==> config.mk <==
export PLATFORM = sky130hd
export DESIGN_NAME = wr_outstanding_tracker
export DESIGN_NICKNAME = d
export VERILOG_FILES = /design/src/rtl/wtrk_pkg.sv /design/src/rtl/wtrk_counter.sv /design/src/rtl/wtrk_issue_gate.sv /design/src/rtl/wtrk_done_gate.sv /design/src/rtl/wr_outstanding_tracker.sv
export SDC_FILE = /design/constraint.sdc
export NUM_CORES = 1
export LEC_CHECK = 0
export ABC_AREA = 1
export CAP_MARGIN = 20
export CORE_AREA = 2 2 39 41
export CTS_BUF_LIST = sky130_fd_sc_hd__clkbuf_4
export CTS_CLUSTER_SIZE = 8
export DETAILED_ROUTE_END_ITERATION = 12
export DIE_AREA = 0 0 41 43
export PLACE_DENSITY = 0.77
export SETUP_SLACK_MARGIN = 0.1
export SYNTH_ARGS = -nofsm -noshare
export SYNTH_HDL_FRONTEND = slang
export SYNTH_HIERARCHICAL = 1
export SYNTH_SLANG_ARGS = --single-unit
==> constraint.sdc <==
create_clock -name clk -period 2.6 [get_ports clk]
set_clock_uncertainty 0.2 [all_clocks]
set_input_delay 0.78 -clock clk [delete_from_list [all_inputs] [get_ports clk]]
set_output_delay 0.78 -clock clk [all_outputs]
set_load 0.01 [all_outputs]
==> src/rtl/wtrk_pkg.sv <==
package wtrk_pkg;

    typedef enum logic {
        TRK_RUN   = 1'b0,
        TRK_DRAIN = 1'b1
    } trk_state_e;

    typedef struct packed {
        logic issue;
        logic resp;
    } trk_evt_t;

    typedef enum logic [1:0] {
        CNT_HOLD = 2'd0,
        CNT_UP   = 2'd1,
        CNT_DOWN = 2'd2,
        CNT_BAD  = 2'd3
    } cnt_op_e;

    // Classify one cycle of bus events against the current count.
    function automatic cnt_op_e classify(trk_evt_t e, logic is_zero);
        if (e.issue && !e.resp)
            return CNT_UP;
        if (e.resp && !e.issue)
            return is_zero ? CNT_BAD : CNT_DOWN;
        return CNT_HOLD;
    endfunction

endpackage

==> src/rtl/wtrk_counter.sv <==
module wtrk_counter
    import wtrk_pkg::*;
#(
    parameter int CNT_W = 5
) (
    input  logic             clk,
    input  logic             rst,
    input  trk_evt_t         evt,
    output logic [CNT_W-1:0] count,
    output logic [CNT_W-1:0] count_nxt,
    output logic             err
);
    localparam logic [CNT_W-1:0] CNT_MAX = {CNT_W{1'b1}};
    localparam logic [CNT_W-1:0] ONE     = CNT_W'(1);

    cnt_op_e op;

    always_comb begin
        op        = classify(evt, count == '0);
        count_nxt = count;
        unique case (op)
            CNT_UP:   if (count != CNT_MAX) count_nxt = count + ONE;
            CNT_DOWN: count_nxt = count - ONE;
            default:  count_nxt = count;
        endcase
    end

    always_ff @(posedge clk) begin
        if (rst) begin
            count <= '0;
            err   <= 1'b0;
        end else begin
            count <= count_nxt;
            if (op == CNT_BAD)
                err <= 1'b1;
        end
    end
endmodule

==> src/rtl/wtrk_issue_gate.sv <==
module wtrk_issue_gate #(
    parameter int CNT_W       = 5,
    parameter int STALL_LIMIT = 13
) (
    input  logic             drain_mode,
    input  logic             per_write_mode,
    input  logic             draining,
    input  logic [CNT_W-1:0] count,
    output logic             allow,
    output logic             limit_stall
);
    localparam logic [CNT_W-1:0] LIMIT_V = CNT_W'(STALL_LIMIT);

    logic single_block;

    always_comb begin
        limit_stall  = drain_mode && (count > LIMIT_V);
        single_block = per_write_mode && (count != '0);
        allow        = !(draining || limit_stall || single_block);
    end
endmodule

==> src/rtl/wtrk_done_gate.sv <==
module wtrk_done_gate
    import wtrk_pkg::*;
#(
    parameter int CNT_W = 5
) (
    input  logic             clk,
    input  logic             rst,
    input  logic             drain_mode,
    input  logic             xfer_done,
    input  logic [CNT_W-1:0] count_nxt,
    output logic             waiting,
    output logic             done_q
);
    trk_state_e state, state_nxt;
    logic       done_nxt;
    logic       drained;

    always_comb begin
        drained   = (count_nxt == '0);
        state_nxt = state;
        done_nxt  = 1'b0;
        unique case (state)
            TRK_DRAIN: begin
                if (drained) begin
                    state_nxt = TRK_RUN;
                    done_nxt  = 1'b1;
                end
            end
            default: begin
                if (xfer_done) begin
                    if (drain_mode && !drained)
                        state_nxt = TRK_DRAIN;
                    else
                        done_nxt = 1'b1;
                end
            end
        endcase
    end

    always_ff @(posedge clk) begin
        if (rst) begin
            state  <= TRK_RUN;
            done_q <= 1'b0;
        end else begin
            state  <= state_nxt;
            done_q <= done_nxt;
        end
    end

    assign waiting = (state == TRK_DRAIN);
endmodule

==> src/rtl/wr_outstanding_tracker.sv <==
module wr_outstanding_tracker
    import wtrk_pkg::*;
#(
    parameter int CNT_W       = 5,
    parameter int STALL_LIMIT = 13
) (
    input  logic             clk,
    input  logic             rst,
    input  logic             drain_mode,
    input  logic             per_write_mode,
    input  logic             wr_issue,
    input  logic             wr_resp,
    input  logic             xfer_done,
    output logic             wr_allow,
    output logic             waiting,
    output logic             paused,
    output logic             done_q,
    output logic             resp_err,
    output logic [CNT_W-1:0] inflight
);
    trk_evt_t         evt;
    logic [CNT_W-1:0] count_nxt;

    assign evt.issue = wr_issue;
    assign evt.resp  = wr_resp;

    wtrk_counter #(.CNT_W(CNT_W)) u_cnt (
        .clk       (clk),
        .rst       (rst),
        .evt       (evt),
        .count     (inflight),
        .count_nxt (count_nxt),
        .err       (resp_err)
    );

    wtrk_done_gate #(.CNT_W(CNT_W)) u_done (
        .clk        (clk),
        .rst        (rst),
        .drain_mode (drain_mode),
        .xfer_done  (xfer_done),
        .count_nxt  (count_nxt),
        .waiting    (waiting),
        .done_q     (done_q)
    );

    wtrk_issue_gate #(.CNT_W(CNT_W), .STALL_LIMIT(STALL_LIMIT)) u_gate (
        .drain_mode     (drain_mode),
        .per_write_mode (per_write_mode),
        .draining       (waiting),
        .count          (inflight),
        .allow          (wr_allow),
        .limit_stall    (paused)
    );
endmodule

==> impl_results.md, run 1 <==
- Fmax: 423.6 MHz
- Sequential cell area: 161.4 um^2
- Total of max-cap violations: 0
- Setup violators final: 0
- Internal: 0.0003557 W
- Via count: 688
- Post-Route WL: 1.310 mm
- Unrepaired setup endpoints after global routing: no
- Register area share after synthesis: 25.35%
- Final Critical Period: 2361 ps
- # rows: 14
- Family with the most delay on the worst path: buffers and inverters
- Post-route DRC: 0
- Die height: 43 um
- Layout Utilization: 61.21%
- Crit Path Category: in2out
- Hold Vio Cnt, Final: 0
- Final #Nets: 140
- Number of global-route vias before repair: 526
- Status: finished clean
- Worst-margin pin slew: 292.0 ps
- Hold Crit Depth: 2
- Syn nets: 116
- Period utilization: 90.79%
- Buffers on Ports: 16
- Core area: 1384 um^2
- Worst rel slew slack: 80.50%
- DRT iter0 DRCs: 24
- First-pass GRT wire length: 2.173 mm
- Critical Path RT: 1620 ps
- Layout cell share with drive strength beyond 1: 14.73%
- Pins Over Slew Limit: 0
- Ys Warns: 6
- Gpl congestion: 0.7746
- Pwr Density: 726.7 nW/um^2
- Synthesized flop and latch total: 8
- Unique masters post-synth: 17
- Dpl cells: 142
- Gate power share: 55.9%
- Maximum VDD drop: 0.4452 mV
- Wirelength per Cell: 9.034 um
- Worst-path clk slew: 50 ps
- Largest net degree at the start of global routing: 9
- Initial Utilization: 45.66%
- Clk root buf: clkbuf_4
- CP Depth: 7
- Pleak: 0.4968 nW
- CTS sink cnt: 8
- Fillcell total: 130
- Non-Filler Instances: 145
- Reg2reg setup slack: 610 ps
- Critical path buffers and inverters: 3
- Clk_lat worst skew: 250 ps
- First-pass detailed-route iteration total: 5
- R2R depth: 13
- Crit path cell chain: clkdlybuf4s15_1 > inv_1 > nor2_1 > nand2_1 > nand2_1 > nor2_1 > buf_2
- Post-CTS Setup Repair Bufs: 0
- Initial antenna violation count: 0
- Synth Area per Inst: 5.905 um^2
- DP HPWL: 1.025 mm
- Mapped cell area: 631.9 um^2
- Area grow syn2layout: 34.06%
- CTS tree: done
- CP Launch Type: primary input
- I/O pins: 17
- Arr. time, crit path: 1380 ps
- Total congestion overflow: 0
- Hold Path Class: reg2reg
- Crit. End Element: primary output
- CP max stage cell: clkdlybuf4s15_1
- Sw Pwr: 0.0002599 W
- Htree depth: 1
- Sw Share: 42.22%
- Vias per Instance: 4.745
- Synth Instances: 107
- Antenna cell count: 0
- Seq pwr share: 29.5%
- Critical path fanouts, max: 2
- Area of the multi-input gates: 381.6 um^2
- Final ANT Viol Nets: 0
- Die area: 1763 um^2
- Hold slack: 266.5 ps
- Clock network fraction of total power: 14.6%
- Die X: 41 um
- GRT Util Overall: 18.43%
- Slowest stage delay, CP: 180 ps
- Largest buffer count on any clock path: 2
- Num CTS Buffers: 3
-- stage by stage --
stage / TNS [ps] / area [um^2] / worst slack, ps / total power, W
3_3_place_gp: -784.2 / 830.8 / -393.8 / 0.0005269
4_1_cts: 0 / 842.1 / 131.7 / 0.0006201
6_report: 0 / 847.1 / 239.4 / 0.0006156
5_1_grt: 0 / 847.1 / 110.0 / 0.0006840
3_5_place_dp: -840.9 / 830.8 / -421.8 / 0.0005325
2_1_floorplan: 0 / 631.9 / 494.0 / 0.0004185
-- cells in the mapped netlist --
cell type	number	area (um^2)
dfxtp_1	8	160.2
nand2_4	1	11.26
nand2_2	2	12.51
inv_1	21	78.83
ha_1	2	25.02
buf_6	1	11.26
nand2_1	33	123.9
nand3_1	11	55.05
nand4_1	2	12.51
nor2_2	3	18.77
nor2_1	12	45.04
o21ai_1	1	5.000
nand3_2	3	30.03
nor3_1	1	5.000
xor2_1	1	8.760
xnor2_1	1	8.760
a21oi_1	4	20.02
-- state kept, by name, summed over array words and instances, names as in the netlist --
register and flops:
u_done/done_q 1, u_done/waiting 1, u_cnt/count 5, u_cnt/err 1
-- cell usage in the layout, fill, tap and decap left out, types with 4 or more instances in the layout --
master           count
inv_1               21
dfxtp_1              7
a21oi_1              4
nand2_1             33
buf_4                4
nor2_1              12
clkdlybuf4s50_1     12
nand3_1             11
-- power by group through the flow --
stage | Sequential [W] | Combinational [W] | Clock (W)
after floorplan | 0.000190 | 0.000228 | 0
after global placement | 0.000183 | 0.000344 | 0
after detailed placement | 0.000184 | 0.000349 | 0
after CTS | 0.000181 | 0.000344 | 0.0000953
after global routing | 0.000187 | 0.000391 | 0.000105
final | 0.000182 | 0.000344 | 0.0000899
-- area by class of cell --
cell class                 count  area share, %
timing repair buffer          20          21.57
sequential                     8          19.05
inverter                      21          9.306
clock buffer                   3          2.659
tap                           16          2.363
multi-input combinational     77          45.05
-- routing by layer --
metal / up-vias / wire length, um / track usage, %
li1: 375 / - / -
met1: 300 / 644 / 25.00
met2: 11 / 610 / 25.62
met3: 2 / 37 / 3.141
met4: 0 / 17 / 12.00
met5: - / 0 / 0
-- final timing paths --
| kind | startpoint | to |
|---|---|---|
| setup / recovery | drain_mode | wr_allow |
| hold / removal | u_cnt/err | u_cnt/err |
| setup reg to reg | u_cnt/count[0] | u_done/done_q |
| hold reg to reg | u_cnt/err | u_cnt/err |
-- worst register-to-register path, stage by stage, from the launching register on --
cell and delay, ps:
dfxtp_1 440, inv_1 130, ha_1 270, nand3_2 130, nand2_4 90, nand2_1 80, nor2_2 30, nor2_1 120
inv_1 50, inv_1 60, nand3_2 100, nand2_2 80, o21ai_1 60, nor2_1 80
-- cells by family after synthesis --
family	share of synthesized area [%]
AO/OA/AOI/OAI	3.960
XOR/XNOR	2.773
adder cells (fa/ha/maj)	3.960
buffers and inverters	14.26
flip-flops	25.35
AND/OR/NAND/NOR	49.70
-- repair_timing --
action	CTS	global route
pin swaps	0	4
endpoints found under the setup margin	2	2
cloned	0	0
gates resized for setup	9	3
hold buffers	0	0
Note: power is estimated with default switching activity, not from simulation.
==> run 2, diff against run 1 <==
--- a/config.mk
+++ b/config.mk
@@ -7,11 +7,11 @@
 export LEC_CHECK = 0
 export ABC_AREA = 1
 export CAP_MARGIN = 20
-export CORE_AREA = 2 2 39 41
+export CORE_AREA = 8 8 45 47
 export CTS_BUF_LIST = sky130_fd_sc_hd__clkbuf_4
 export CTS_CLUSTER_SIZE = 8
 export DETAILED_ROUTE_END_ITERATION = 12
-export DIE_AREA = 0 0 41 43
+export DIE_AREA = 0 0 53 55
 export PLACE_DENSITY = 0.77
 export SETUP_SLACK_MARGIN = 0.1
 export SYNTH_ARGS = -nofsm -noshare
==> impl_results.md, run 2 (synthesis gave the netlist of run 1 again) <==
- Status: finished clean
- Dpl cells: 143
- First-pass detailed-route iteration total: 4
- Layout cell share with drive strength beyond 1: 16.15%
- Pins Over Slew Limit: 0
- CTS sink cnt: 8
- Die area: 2915 um^2
- Initial antenna violation count: 0
- Clk root buf: clkbuf_4
- Buffers on Ports: 16
- Crit Path Category: in2reg
- Fillcell total: 141
- Total of max-cap violations: 0
- Post-Route WL: 1.565 mm
- Final Critical Period: 2318 ps
- Final setup margin: 281.9 ps
- Worst-margin pin slew: 275.7 ps
- Critical Path RT: 2590 ps
- Core area: 1384 um^2
- Setup violators final: 0
- Final ANT Viol Nets: 0
- Total congestion overflow: 0
- Hold Vio Cnt, Final: 0
- Non-Filler Instances: 146
- Most frequent cells in the layout: nand2_1, inv_1, clkdlybuf4s50_1, nand3_1, nor2_1
- Placed Area: 838.3 um^2
- Hold slack: 272.8 ps
- CP Launch Type: primary input
- Vias per Instance: 4.801
- I/O pins: 17
- DP HPWL: 1.278 mm
- Largest buffer count on any clock path: 2
- Setup_tns: 0 ps
- Worst-path clk slew: 50 ps
- DRT iter0 DRCs: 7
- Largest net degree at the start of global routing: 10
- Pre-CTS WS: -435.0 ps
- Number of global-route vias before repair: 650
- Largest register FFs: 5
- Crit path cell chain: clkdlybuf4s50_1 > inv_1 > nand2_1 > inv_1 > nand2_1 > nand2_1 > nand2_1 > nand2_1 > nor2_1 > nand3_2 > nand2_2 > o21ai_1 > nor2_1
- Post-CTS Setup Repair Bufs: 0
- Period utilization: 89.16%
- Worst rel slew slack: 81.57%
- Pleak: 0.5011 nW
- Largest reg by FF count: u_cnt/count
- Die X: 53 um
- Htree depth: 1
- Antenna cell count: 0
- CP dominant cell by count: nand2_1
- Arr. time, crit path: 2310 ps
- Pwr Density: 746.8 nW/um^2
- Area grow syn2layout: 34.65%
- Via count: 701
- Num CTS Buffers: 3
- First-pass GRT wire length: 2.642 mm
- Slowest stage delay, CP: 460 ps
- Wirelength per Cell: 10.72 um
- Hold Path Class: reg2reg
- CTS tree: done
- Post-route DRC: 0
- Clk_lat worst skew: 250 ps
- Fmax: 431.4 MHz
- Die height: 55 um
- # rows: 14
- Unrepaired setup endpoints after global routing: no
- Crit. End Element: flop
- Final #Nets: 141
- CP max stage cell: clkdlybuf4s50_1
- GRT Util Overall: 11.88%
- Critical path fanouts, max: 4
- Design Area, Final: 850.8 um^2
- Initial Utilization: 45.66%
- Most common cell after layout, fill and taps aside: nand2_1
- Gpl congestion: 0.7302
- Maximum VDD drop: 0.3597 mV
[run 2: per-layer routing]
metal / track usage [%] / routed length, um
met2: 20.31 / 830
met4: 7.759 / 8
met1: 13.13 / 680
met5: 0 / 0
met3: 2.406 / 46
[run 2: what timing repair did]
| item | 4_1_cts | 5_1_grt |
|---|---|---|
| hold buffers | 0 | 0 |
| pin swaps | 0 | 4 |
| gates resized for setup | 9 | 4 |
| setup endpoints to repair | 2 | 2 |
[run 2: report_power, final]
group	internal, W	switching (W)
logic	0.000164	0.000212
clock network	0.0000526	0.0000386
registers	0.000147	0.0000207
[run 2: final timing paths]
path	depth (start not counted)	slack [ps]	startpoint	end
max	13	280	wr_resp	u_done/done_q
min	2	270	u_cnt/err	u_cnt/err
max reg2reg	13	580	u_cnt/count[0]	u_done/done_q
min reg2reg	2	270	u_cnt/err	u_cnt/err
[run 2: worst max-delay path, delay by kind of cell]
family | cells | cell delay (ps)
buf+inv | 3 | 630
compound gates | 1 | 60
simple gates | 9 | 840
[run 2: metrics by stage]
stage               utilization, %  total power [W]
floorplan                        -        0.0004185
global placement             60.58        0.0005369
finish                       61.48        0.0006354
CTS                          61.39        0.0006400
global route                 61.48        0.0006984
detailed placement           60.58        0.0005523
[run 2: layout make-up]
type                       count  area [um^2]  share of cell area (%)
tap                           16        20.02                   2.353
timing repair buffer          21        185.2                   21.76
clock buffer                   3        22.52                   2.647
sequential                     8        160.2                   18.82
multi-input combinational     77        384.1                   45.15
inverter                      21        78.83                   9.265
